`config.mk`:
```
export PLATFORM = sky130hd
export DESIGN_NAME = glitch_pulse_gen
export DESIGN_NICKNAME = d
export VERILOG_FILES = /design/src/rtl/glitch_pkg.sv /design/src/rtl/glitch_cfg_latch.sv /design/src/rtl/glitch_width_ctr.sv /design/src/rtl/glitch_seq.sv /design/src/rtl/glitch_pulse_gen.sv
export SDC_FILE = /design/constraint.sdc
export NUM_CORES = 1
export LEC_CHECK = 0
export BUFFER_PORTS_ARGS = -buffer_cell sky130_fd_sc_hd__buf_4
export CORE_ASPECT_RATIO = 1.75
export CORE_MARGIN = 2
export CORE_UTILIZATION = 61
export CTS_CLUSTER_SIZE = 14
export DETAILED_ROUTE_END_ITERATION = 8
export GPL_ROUTABILITY_DRIVEN = 0
export PLACE_DENSITY = 0.81
export SYNTH_ARGS = -nofsm -noshare
export SYNTH_HDL_FRONTEND = slang
export SYNTH_HIERARCHICAL = 1
export SYNTH_SLANG_ARGS = --single-unit
```
`constraint.sdc`:
```
create_clock -name clk_i -period 8.2 [get_ports clk_i]
set_clock_uncertainty 0.2 [all_clocks]
set_input_delay 1.64 -clock clk_i [delete_from_list [all_inputs] [get_ports clk_i]]
set_output_delay 1.64 -clock clk_i [all_outputs]
set_load 0.005 [all_outputs]
```
`src/rtl/glitch_pkg.sv`:
```
package glitch_pkg;
  typedef enum logic [1:0] {
    GS_IDLE = 2'd0,
    GS_ARM  = 2'd1,
    GS_HIGH = 2'd2
  } gstate_e;

  localparam int unsigned FINE_W   = 2;
  localparam int unsigned FINE_MAX = 2;
  localparam int unsigned BASE_LEN = 1;
endpackage

```
`src/rtl/glitch_cfg_latch.sv`:
```
module glitch_cfg_latch
  import glitch_pkg::*;
#(
  parameter int unsigned COARSE_W = 8,
  parameter int unsigned CNT_W    = COARSE_W + 2
) (
  input  logic                clk_i,
  input  logic                rst_i,
  input  logic                load_i,
  input  logic [COARSE_W-1:0] coarse_i,
  input  logic [FINE_W-1:0]   fine_i,
  output logic [CNT_W-1:0]    width_o
);
  logic [FINE_W-1:0] fine_eff;
  logic [CNT_W-1:0]  coarse_x;
  logic [CNT_W-1:0]  width_d;
  logic [CNT_W-1:0]  width_q;

  // trim value 3 is clamped to the largest legal trim
  always_comb begin
    if (fine_i > FINE_W'(FINE_MAX)) fine_eff = FINE_W'(FINE_MAX);
    else                            fine_eff = fine_i;
  end

  always_comb begin
    coarse_x = CNT_W'(coarse_i);
    width_d  = CNT_W'(BASE_LEN) + (coarse_x << 1) + coarse_x + CNT_W'(fine_eff);
  end

  always_ff @(posedge clk_i) begin
    if (rst_i)       width_q <= CNT_W'(BASE_LEN);
    else if (load_i) width_q <= width_d;
  end

  assign width_o = width_q;

  assert_width_nonzero_R3: assert property (@(posedge clk_i) disable iff (rst_i)
    width_q >= CNT_W'(BASE_LEN));
endmodule

```
`src/rtl/glitch_width_ctr.sv`:
```
module glitch_width_ctr #(
  parameter int unsigned CNT_W = 10
) (
  input  logic             clk_i,
  input  logic             rst_i,
  input  logic             start_i,
  input  logic             run_i,
  input  logic [CNT_W-1:0] width_i,
  output logic             last_o
);
  logic [CNT_W-1:0] cnt_q;

  always_ff @(posedge clk_i) begin
    if (rst_i)                          cnt_q <= '0;
    else if (start_i)                   cnt_q <= width_i - CNT_W'(1);
    else if (run_i && cnt_q != '0)      cnt_q <= cnt_q - CNT_W'(1);
  end

  assign last_o = run_i && (cnt_q == '0);

  assert_count_below_width_R3: assert property (@(posedge clk_i) disable iff (rst_i)
    run_i |-> (cnt_q < width_i));
endmodule

```
`src/rtl/glitch_seq.sv`:
```
module glitch_seq
  import glitch_pkg::*;
(
  input  logic clk_i,
  input  logic rst_i,
  input  logic fire_i,
  input  logic last_i,
  output logic load_o,
  output logic start_o,
  output logic run_o,
  output logic pulse_o,
  output logic busy_o
);
  gstate_e state_q, state_d;

  always_comb begin
    state_d = state_q;
    unique case (state_q)
      GS_IDLE: if (fire_i) state_d = GS_ARM;
      GS_ARM:              state_d = GS_HIGH;
      GS_HIGH: if (last_i) state_d = GS_IDLE;
      default:             state_d = GS_IDLE;
    endcase
  end

  always_ff @(posedge clk_i) begin
    if (rst_i) begin
      state_q <= GS_IDLE;
      pulse_o <= 1'b0;
      busy_o  <= 1'b0;
    end else begin
      state_q <= state_d;
      pulse_o <= (state_d == GS_HIGH);
      busy_o  <= (state_d != GS_IDLE);
    end
  end

  assign load_o  = (state_q == GS_IDLE) && fire_i;
  assign start_o = (state_q == GS_ARM);
  assign run_o   = (state_q == GS_HIGH);

  assert_reset_quiet_R1: assert property (@(posedge clk_i)
    rst_i |=> (!pulse_o && !busy_o));

  assert_prep_before_pulse_R2: assert property (@(posedge clk_i) disable iff (rst_i)
    $rose(pulse_o) |-> ($past(busy_o) && !$past(pulse_o)));

  assert_pulse_inside_busy_R6: assert property (@(posedge clk_i) disable iff (rst_i)
    pulse_o |-> busy_o);

  assert_busy_ends_with_pulse_R6: assert property (@(posedge clk_i) disable iff (rst_i)
    $fell(pulse_o) |-> !busy_o);
endmodule

```
`src/rtl/glitch_pulse_gen.sv`:
```
module glitch_pulse_gen
  import glitch_pkg::*;
#(
  parameter int unsigned COARSE_W = 8
) (
  input  logic                clk_i,
  input  logic                rst_i,
  input  logic                fire_i,
  input  logic [COARSE_W-1:0] coarse_i,
  input  logic [1:0]          fine_i,
  output logic                pulse_o,
  output logic                busy_o
);
  localparam int unsigned CNT_W = COARSE_W + 2;

  logic             load_w, start_w, run_w, last_w;
  logic [CNT_W-1:0] width_w;

  glitch_seq u_seq (
    .clk_i   (clk_i),
    .rst_i   (rst_i),
    .fire_i  (fire_i),
    .last_i  (last_w),
    .load_o  (load_w),
    .start_o (start_w),
    .run_o   (run_w),
    .pulse_o (pulse_o),
    .busy_o  (busy_o)
  );

  glitch_cfg_latch #(.COARSE_W(COARSE_W), .CNT_W(CNT_W)) u_cfg (
    .clk_i    (clk_i),
    .rst_i    (rst_i),
    .load_i   (load_w),
    .coarse_i (coarse_i),
    .fine_i   (fine_i),
    .width_o  (width_w)
  );

  glitch_width_ctr #(.CNT_W(CNT_W)) u_ctr (
    .clk_i   (clk_i),
    .rst_i   (rst_i),
    .start_i (start_w),
    .run_i   (run_w),
    .width_i (width_w),
    .last_o  (last_w)
  );

  assert_cfg_frozen_R8: assert property (@(posedge clk_i) disable iff (rst_i)
    (busy_o && $past(busy_o)) |-> $stable(width_w));
endmodule

```
==> out/metrics.csv, run 1 <==
stage,metric,value,unit
clock_network,clk buf depth,2,
global_route,initial antenna violation count,0,
synth,Avg Inst Size Synth,8.64,um^2
worst_setup_path,critical path class,input port to flip-flop,
worst_setup_path,Worst setup SP type,input port,
route,Residual DRC,0,
clock_network,htree depth,1,
clock_network,root buffer cell,clkbuf_8,
worst_setup_path,CP required,8.18,ns
placement,I/O Buffers,14,
floorplanning,Die X,44.7,um
power,design internal power,0.236,mW
power,sequential share of power,0.404,
cells_and_area,multi-input gate area in the final layout,1190,um^2
sta,Setup TNS Final,0,ns
sta,final setup fails,0,
synth,"Primary FF master, synth",dfxtp_1,
power,Cell Pwr Density,190,nW/um^2
synth,synth unique cells,52,
clock_network,CTS tree,yes,
synth,"Cell Area, Synth",1770,um^2
synth,cell taking the most area after synthesis,dfxtp_1,
global_route,vias in the first global route,1568,
synth,Seq cells post-synth,24,
cells_and_area,fin area,1930,um^2
synth,Mapped Cells,205,
status,outcome,"complete, no violations",
worst_setup_path,worst-path fanout max,3,
route,average wire per standard cell,15.4,um
power,sw power,0.130,mW
route,drt total wl,3720,um
cells_and_area,fillers,219,
clock_network,TritonCTS sink count,24,
worst_setup_path,Critical path buffers and inverters,1,
worst_setup_path,critical-path cell with the highest stage delay,fa_1,
clock_network,CTS buffer count,3,
global_route,global-route wire length before repair,6110,um
sta,RSZ-0062 raised after global routing,false,
power,Peak VDD IR,0.127,mV
sta,final cycle utilization of the critical path,0.460,
worst_setup_path,Critical Path Max Stage Delay,0.47,ns
synth,most frequent cells after synthesis,"dfxtp_1 (24), ha_1 (17), nor2_1 (17)",
floorplanning,I/O pins,15,
synth,Yosys top cell area share,0.271,
clock_network,Hold Buf Count CTS,0,
worst_setup_path,Crit path top cell by count,fa_1,
route,vias per cell,6.46,
sta,FMAX,0.265,GHz
clock_network,clk_lat worst skew,0.28,ns
route,TritonRoute pass-1 iters,4,
cells_and_area,layout cells sized above 1,0.135,
power,Leakage,0.816,nW
synth,Ys Warns,6,
synth,syn nets,237,
floorplanning,Die ar.,3370,um^2
power,Sw Ratio,0.355,
floorplanning,initial core utilization,0.651,
route,DRT iter0 DRCs,42,
sta,Tmin final,3.77,ns
worst_setup_path,CP cell instances,buf_4 > fa_1 > ha_1 > fa_1 > a211oi_1 > o21ba_1 > o21ai_0 > a41o_1,
clock_network,"CTS clk-pin slew, worst paths",0.09,ns
worst_setup_path,CP Data Arrival Time,3.75,ns
synth,"count leader, synth",dfxtp_1,
cells_and_area,diodes inserted,0,
power,Gate power share,0.369,
sta,final hold vios,0,
run,max cap viols,0,
route,Via Count,1564,
floorplanning,cell row count,25,
sta,Least-Margin Pin Slew,0.840,ns
global_route,grt total ovfl,0,
cells_and_area,area delta synth->final,8.90,%
global_route,total track usage,0.243,
synth,async set-or-reset flop fraction in the synthesized netlist,0,
floorplanning,die height,75.3,um
floorplanning,core area,2720,um^2
placement,DP HPWL,2780,um
sta,final number of max-transition violations,0,
route,Routed Antenna Nets,0,
sta,Worst slew margin,0.440,
clock_network,PostCTS Resize Cnt,0,
min_path,hold crit path type,flip-flop to flip-flop,
synth,post-synthesis sequential area ratio,0.271,
clock_network,post-CTS setup buffers,0,
sta,Fin Hold WS,0.336,ns
synth,Synth area leaders,"dfxtp_1 (27%), ha_1 (12%), mux2i_1 (5.1%)",
synth,"EDFF count, synth",0,
cells_and_area,register area,480,um^2
global_route,largest net degree at the start of global routing,32,
placement,placed instance area,1870,um^2
power,Clock power frac,0.227,
worst_setup_path,CP endpoint kind,flip-flop,
worst_setup_path,Crit path max-delay family,adder cells,
cells_and_area,NumNets Final,248,
[power by group through the flow]
| stage | Combinational (mW) | Sequential, mW | Clock, mW |
|---|---|---|---|
| floorplan | 0.106 | 0.146 | 0 |
| global placement | 0.126 | 0.149 | 0 |
| detailed placement | 0.133 | 0.150 | 0 |
| CTS | 0.134 | 0.148 | 0.0837 |
| global route | 0.150 | 0.150 | 0.0886 |
| finish | 0.135 | 0.148 | 0.0831 |
[cell families after synthesis]
kind of cell	count (synthesis)	share of synthesized area
AND/OR/NAND/NOR	67	0.220
XOR/XNOR	9	0.0445
multiplexers	10	0.0572
adder cells (fa/ha/maj)	19	0.143
AO/OA/AOI/OAI	53	0.207
flip-flops	24	0.271
buffers and inverters	23	0.0572
[metal layers]
| metal | share of wire | track usage | vias up | wire (um) |
|---|---|---|---|---|
| met1 | 0.38 | 0.234 | 735 | 1410 |
| met4 | 0.046 | 0.182 | 0 | 172 |
| met5 | 0 | 0 | - | 0 |
| met3 | 0.032 | 0.0360 | 18 | 120 |
| met2 | 0.54 | 0.444 | 43 | 2010 |
| li1 | - | - | 768 | - |
[worst min-delay path, delay by kind of cell, from the launching register on]
kind | cells | cell delay [ns]
buf+inv | 1 | 0.05
compound gates | 1 | 0.11
flops | 1 | 0.32
[layout by cell type (no fill, tap or decap), types with 2 or more instances in the layout]
cell type and count:
mux2i_1 9, nor2b_1 3, a21o_1 4, ha_1 17
nor4_1 3, nand2b_1 3, nor3_1 8, a211oi_1 6
buf_4 15, xor2_1 3, nand2_1 8, nand3_1 4
o21ai_0 12, nor2_1 17, inv_1 14, or4_1 2
nor3b_1 5, or3_1 2, fa_1 2, a21oi_1 9
a31oi_1 2, o21a_1 3, o311ai_0 3, dfxtp_1 24
xnor2_1 6, a21oi_2 2, clkbuf_8 4, o211ai_1 2
[worst paths after layout]
check,from,to,slack (ns),cells past startpoint
min,u_cfg/width_o[8],u_cfg/width_o[8],0.34,2
max reg2reg,u_seq/state_q[0],u_ctr/cnt_q[6],5.18,7
min reg2reg,u_cfg/width_o[8],u_cfg/width_o[8],0.34,2
max,coarse_i[0],u_cfg/width_o[9],4.43,8
[area by class of cell]
class                      instances  share of cell area
tap                               27              0.0175
clock buffer                       4              0.0286
multi-input combinational        158               0.619
inverter                          14              0.0273
timing repair buffer              15              0.0584
sequential                        24               0.249
[stage by stage]
step            util  worst slack, ns  total power [mW]  std cells
2_1_floorplan      -             4.34             0.252        205
3_3_place_gp   0.688             4.15             0.275        238
3_5_place_dp   0.688             4.12             0.283        238
4_1_cts        0.709             4.42             0.366        242
5_1_grt        0.709             4.38             0.388        242
6_report       0.709             4.43             0.366        242
[state kept, by name (all words and copies together) (netlist names)]
name           count
u_ctr/cnt_q       10
u_seq/state_q      2
u_seq/pulse_o      1
u_seq/busy_o       1
u_cfg/width_o     10
Note: power is estimated with default switching activity, not from simulation.
==> run 2, diff against run 1 <==
- CORE_UTILIZATION: 61 -> 54
- PLACE_DENSITY: 0.81 -> 0.76
- clock period: 8.2 -> 3.22 ns (I/O delays scaled with it)
==> out/metrics.csv, run 2 (synthesis gave the netlist of run 1 again) <==
stage,metric,value,unit
global_route,grt total ovfl,0,
route,Via Count,1545,
sta,Fin Hold WS,0.338,ns
sta,RSZ-0062 raised after global routing,false,
route,average wire per standard cell,14.3,um
cells_and_area,area delta synth->final,10.5,%
global_route,total track usage,0.228,
floorplanning,die height,79.7,um
min_path,hold crit path type,flip-flop to flip-flop,
global_route,initial antenna violation count,0,
route,drt total wl,3710,um
placement,DP HPWL,2810,um
min_path,hold depth,2,
run,max cap viols,0,
floorplanning,Die ar.,3770,um^2
sta,final cycle utilization of the critical path,0.883,
sta,Tmin final,2.84,ns
sta,Least-Margin Pin Slew,0.443,ns
global_route,largest net degree at the start of global routing,32,
power,Cell Pwr Density,477,nW/um^2
clock_network,PostCTS Resize Cnt,0,
cells_and_area,"commonest non-fill, non-tap cell in the layout",dfxtp_1,
status,outcome,"complete, no violations",
clock_network,htree depth,1,
route,Routed Antenna Nets,0,
worst_setup_path,CP required,3.19,ns
cells_and_area,layout cells sized above 1,0.139,
worst_setup_path,CP Data Arrival Time,2.81,ns
cells_and_area,diodes inserted,0,
power,Leakage,0.821,nW
route,DRT iter0 DRCs,36,
route,Residual DRC,0,
clock_network,CTS tree,yes,
clock_network,TritonCTS sink count,24,
sta,final setup fails,0,
route,TritonRoute pass-1 iters,4,
clock_network,"CTS clk-pin slew, worst paths",0.08,ns
clock_network,CTS buffer count,3,
clock_network,root buffer cell,clkbuf_8,
placement,I/O Buffers,14,
sta,final hold vios,0,
global_route,global-route wire length before repair,6310,um
clock_network,post-CTS setup buffers,0,
floorplanning,core area,3140,um^2
sta,FMAX,0.352,GHz
floorplanning,initial core utilization,0.564,
worst_setup_path,Worst R2R Path Depth,7,
cells_and_area,NumNets Final,249,
route,vias per cell,5.97,
cells_and_area,most frequent cells in the layout,"dfxtp_1 (24), nor2_1 (17), ha_1 (17)",
worst_setup_path,Worst setup SP type,input port,
sta,Worst slew margin,0.704,
floorplanning,Die X,47.3,um
sta,setup ws final,0.377,ns
floorplanning,cell row count,27,
placement,DP Worst Slack,0.0856,ns
worst_setup_path,critical path class,input port to flip-flop,
floorplanning,I/O pins,15,
power,Peak VDD IR,0.211,mV
clock_network,clk buf depth,2,
sta,Setup TNS Final,0,ns
power,overall power,0.933,mW
clock_network,Hold Buf Count CTS,0,
cells_and_area,fin area,1960,um^2
sta,final number of max-transition violations,0,
worst_setup_path,CP endpoint kind,flip-flop,
global_route,vias in the first global route,1505,
clock_network,clk_lat worst skew,0.28,ns
cells_and_area,fillers,294,
placement,placed instance area,1900,um^2
worst_setup_path,worst-path fanout max,3,
run 2: cell types whose count changed in the layout (fill, tap and decap cells not counted), sizes merged:
| cell | change |
|---|---|
| buf | +1 |
run 2: final timing paths:
check,startpoint,to,slack [ns]
worst max-delay path,coarse_i[0],u_cfg/width_o[9],0.38
worst max register to register,u_seq/state_q[0],u_ctr/cnt_q[6],0.57
worst min-delay path,u_cfg/width_o[8],u_cfg/width_o[8],0.34
worst min register to register,u_cfg/width_o[8],u_cfg/width_o[8],0.34
run 2: layout make-up:
cell class	instances	area, um^2	share of cell area
timing repair buffer	16	120	0.0614
clock buffer	4	55.1	0.0282
multi-input combinational	158	1190	0.610
inverter	14	52.6	0.0269
sequential	24	480	0.246
tap	43	53.8	0.0275
run 2: through the flow:
stage,utilization,cells
5_1_grt,0.622,259
3_5_place_dp,0.605,255
4_1_cts,0.622,259
6_report,0.622,259
3_3_place_gp,0.605,255
2_1_floorplan,-,205
run 2: per-layer routing:
metal	vias up	wire, um	GRT usage
li1	766	-	-
met1	730	1430	0.245
met2	35	2040	0.376
met3	14	116	0.0452
met4	0	124	0.150
met5	-	0	0
run 2: critical path: stages:
cell and delay (ns):
buf_4 0.12, fa_1 0.48, ha_1 0.23, fa_1 0.43, a211oi_1 0.32, o21ba_1 0.21
o21ai_0 0.11, a41o_1 0.26
run 2: report_power, final:
| group | internal [mW] | switching (mW) | total [mW] |
|---|---|---|---|
| clock | 0.110 | 0.102 | 0.212 |
| sequential | 0.334 | 0.0423 | 0.376 |
| combinational | 0.159 | 0.185 | 0.344 |
| total | 0.603 | 0.330 | 0.933 |
==> run 3, diff against run 2 <==
- CORE_UTILIZATION: 54 -> 53
- PLACE_DENSITY: 0.76 -> 0.75
- SYNTH_HIERARCHICAL: 1 -> unset
==> out/metrics.csv, run 3 <==
stage,metric,value,unit
synth,Yosys top cell area share,0.294,
power,design internal power,0.611,mW
global_route,grt total ovfl,0,
worst_setup_path,critical-path cell with the highest stage delay,fa_1,
min_path,HP Start,u_cfg.width_o[6],
global_route,initial antenna violation count,0,
synth,cell taking the most area after synthesis,dfxtp_1,
sta,final cycle utilization of the critical path,0.904,
synth,"Cell Area, Synth",1640,um^2
route,Residual DRC,0,
global_route,GRT met3 Usage,0.0256,
synth,Synth area leaders,"dfxtp_1 (29%), ha_1 (13%), a21oi_1 (5.2%)",
route,average wire per standard cell,15.5,um
synth,"Primary FF master, synth",dfxtp_1,
status,outcome,"complete, no violations",
worst_setup_path,worst-path fanout max,2,
worst_setup_path,CP cell instances,buf_4 > fa_1 > ha_1 > fa_1 > a21o_1 > a21oi_1 > o211ai_1 > a211oi_1 > nor3_1,
clock_network,post-CTS setup buffers,0,
worst_setup_path,Critical Path Max Stage Delay,0.47,ns
sta,Tmin final,2.91,ns
global_route,global-route wire length before repair,6330,um
run,max cap viols,0,
power,Peak VDD IR,0.289,mV
worst_setup_path,CP Data Arrival Time,2.87,ns
floorplanning,initial core utilization,0.559,
route,Via Count,1448,
clock_network,htree depth,1,
synth,Ys Warns,0,
synth,"EDFF count, synth",0,
clock_network,TritonCTS sink count,24,
cells_and_area,most frequent cells in the layout,"dfxtp_1 (24), nand2_1 (20)",
sta,Worst slew margin,0.394,
floorplanning,die height,77.5,um
min_path,hold crit path type,flip-flop to flip-flop,
floorplanning,Die X,46.0,um
cells_and_area,diodes inserted,0,
synth,syn nets,226,
clock_network,clk_lat worst skew,0.27,ns
cells_and_area,area delta synth->final,11.1,%
sta,Least-Margin Pin Slew,0.906,ns
cells_and_area,"commonest non-fill, non-tap cell in the layout",dfxtp_1,
cells_and_area,multi-input gate area in the final layout,1100,um^2
route,Routed Antenna Nets,0,
power,Clock power frac,0.219,
min_path,worst hold path endpoint,u_cfg.width_o[6],
clock_network,Hold Buf Count CTS,0,
floorplanning,Die ar.,3560,um^2
synth,synth unique cells,45,
synth,most frequent cells after synthesis,"dfxtp_1 (24), nand2_1 (20), a21oi_1 (17), ha_1 (17), nor2_1 (17)",
power,sw power,0.330,mW
worst_setup_path,critical path class,input port to flip-flop,
clock_network,PostCTS Resize Cnt,0,
worst_setup_path,Worst setup SP type,input port,
synth,Avg Inst Size Synth,8.43,um^2
power,Cell Pwr Density,518,nW/um^2
sta,FMAX,0.343,GHz
placement,DP HPWL,2840,um
worst_setup_path,Worst setup startpoint,coarse_i[0],
worst_setup_path,Crit path top cell by count,fa_1,
global_route,vias in the first global route,1490,
placement,placed instance count,230,
route,DRT iter0 DRCs,40,
cells_and_area,layout cells sized above 1,0.131,
sta,final hold vios,0,
worst_setup_path,CP required,3.17,ns
power,Leakage,0.772,nW
synth,async set-or-reset flop fraction in the synthesized netlist,0,
synth,"count leader, synth",dfxtp_1,
global_route,total track usage,0.233,
power,sequential share of power,0.401,
cells_and_area,register area,480,um^2
sta,RSZ-0062 raised after global routing,false,
floorplanning,cell row count,26,
cells_and_area,non-filler instance count after layout,234,
floorplanning,I/O pins,15,
synth,post-synthesis sequential area ratio,0.294,
sta,final setup fails,0,
worst_setup_path,Worst R2R Path Depth,9,
route,drt total wl,3630,um
clock_network,"CTS clk-pin slew, worst paths",0.08,ns
global_route,GRT met2 Usage,0.428,
global_route,GR Layer Usage met1,0.235,
cells_and_area,NumNets Final,239,
sta,final number of max-transition violations,0,
worst_setup_path,Critical R2R Launch,u_seq.state_q[1],
worst_setup_path,FF-to-FF setup slack,0.38,ns
route,vias per cell,6.19,
min_path,hold depth,2,
synth,Mapped Cells,194,
clock_network,root buffer cell,clkbuf_8,
cells_and_area,fillers,271,
clock_network,CTS buffer count,3,
synth,Seq cells post-synth,24,
global_route,GRT Max-Usage Layer,met2,
global_route,largest net degree at the start of global routing,27,
route,TritonRoute pass-1 iters,4,
sta,Fin Hold WS,0.283,ns
floorplanning,core area,2930,um^2
worst_setup_path,CP endpoint kind,flip-flop,
power,Gate power share,0.380,
clock_network,clk buf depth,2,
worst_setup_path,FF-to-FF End,u_ctr.cnt_q[8],
clock_network,CTS tree,yes,
placement,I/O Buffers,14,
power,Sw Ratio,0.351,
run 3: critical path: cells and delay by family:
kind                       cells  cell delay, ns
adders and majority gates      3            1.12
buffers and inverters          1            0.12
and+or+nand+nor                1            0.08
AOI/OAI and AO/OA              4            0.90
run 3: logic make-up after synthesis:
kind of cell               after synthesis  share of synthesized area
adders and majority gates               19                      0.155
DFF                                     24                      0.294
xor gates and xnor gates                11                     0.0589
and+or+nand+nor                         73                      0.235
muxes                                    3                     0.0191
AOI/OAI and AO/OA                       49                      0.203
buffers and inverters                   15                     0.0360
run 3: how the worst max path moves through the flow:
| stage | endpoint | slack [ns] | cells past startpoint |
|---|---|---|---|
| final | u_cfg.width_o[9] | 0.31 | 9 |
| after global placement | u_cfg.width_o[9] | 0.08 | 9 |
| after CTS | u_cfg.width_o[9] | 0.28 | 9 |
| after floorplan | u_cfg.width_o[9] | 0.29 | 9 |
| after global routing | u_ctr.cnt_q[8] | 0.14 | 9 |
| after detailed placement | u_cfg.width_o[9] | -0.007 | 9 |
run 3: cell type report:
type	count	share of cell area
multi-input combinational	155	0.603
sequential	24	0.264
timing repair buffer	17	0.0702
clock buffer	4	0.0303
tap	28	0.0193
inverter	6	0.0124
run 3: through the flow:
stage               area, um^2  utilization  setup WS (ns)  setup TNS (ns)  power (mW)
floorplan                 1640            -          0.291               0       0.649
global placement          1760        0.602         0.0822               0       0.722
detailed placement        1760        0.602       -0.00655        -0.00655       0.737
CTS                       1820        0.621          0.282               0       0.943
global route              1820        0.621          0.144               0        1.01
finish                    1820        0.621          0.308               0       0.941
run 3: power by group through the flow:
stage               clock network [mW]  registers (mW)  logic [mW]
finish                           0.206           0.377       0.357
global route                     0.223           0.382       0.402
CTS                              0.209           0.376       0.358
detailed placement                   0           0.382       0.355
global placement                     0           0.380       0.342
floorplan                            0           0.371       0.278
run 3: per-layer routing:
layer / wire (um) / up-vias
li1: - / 728
met1: 1360 / 687
met2: 2090 / 24
met3: 79 / 9
met4: 103 / 0
met5: 0 / -
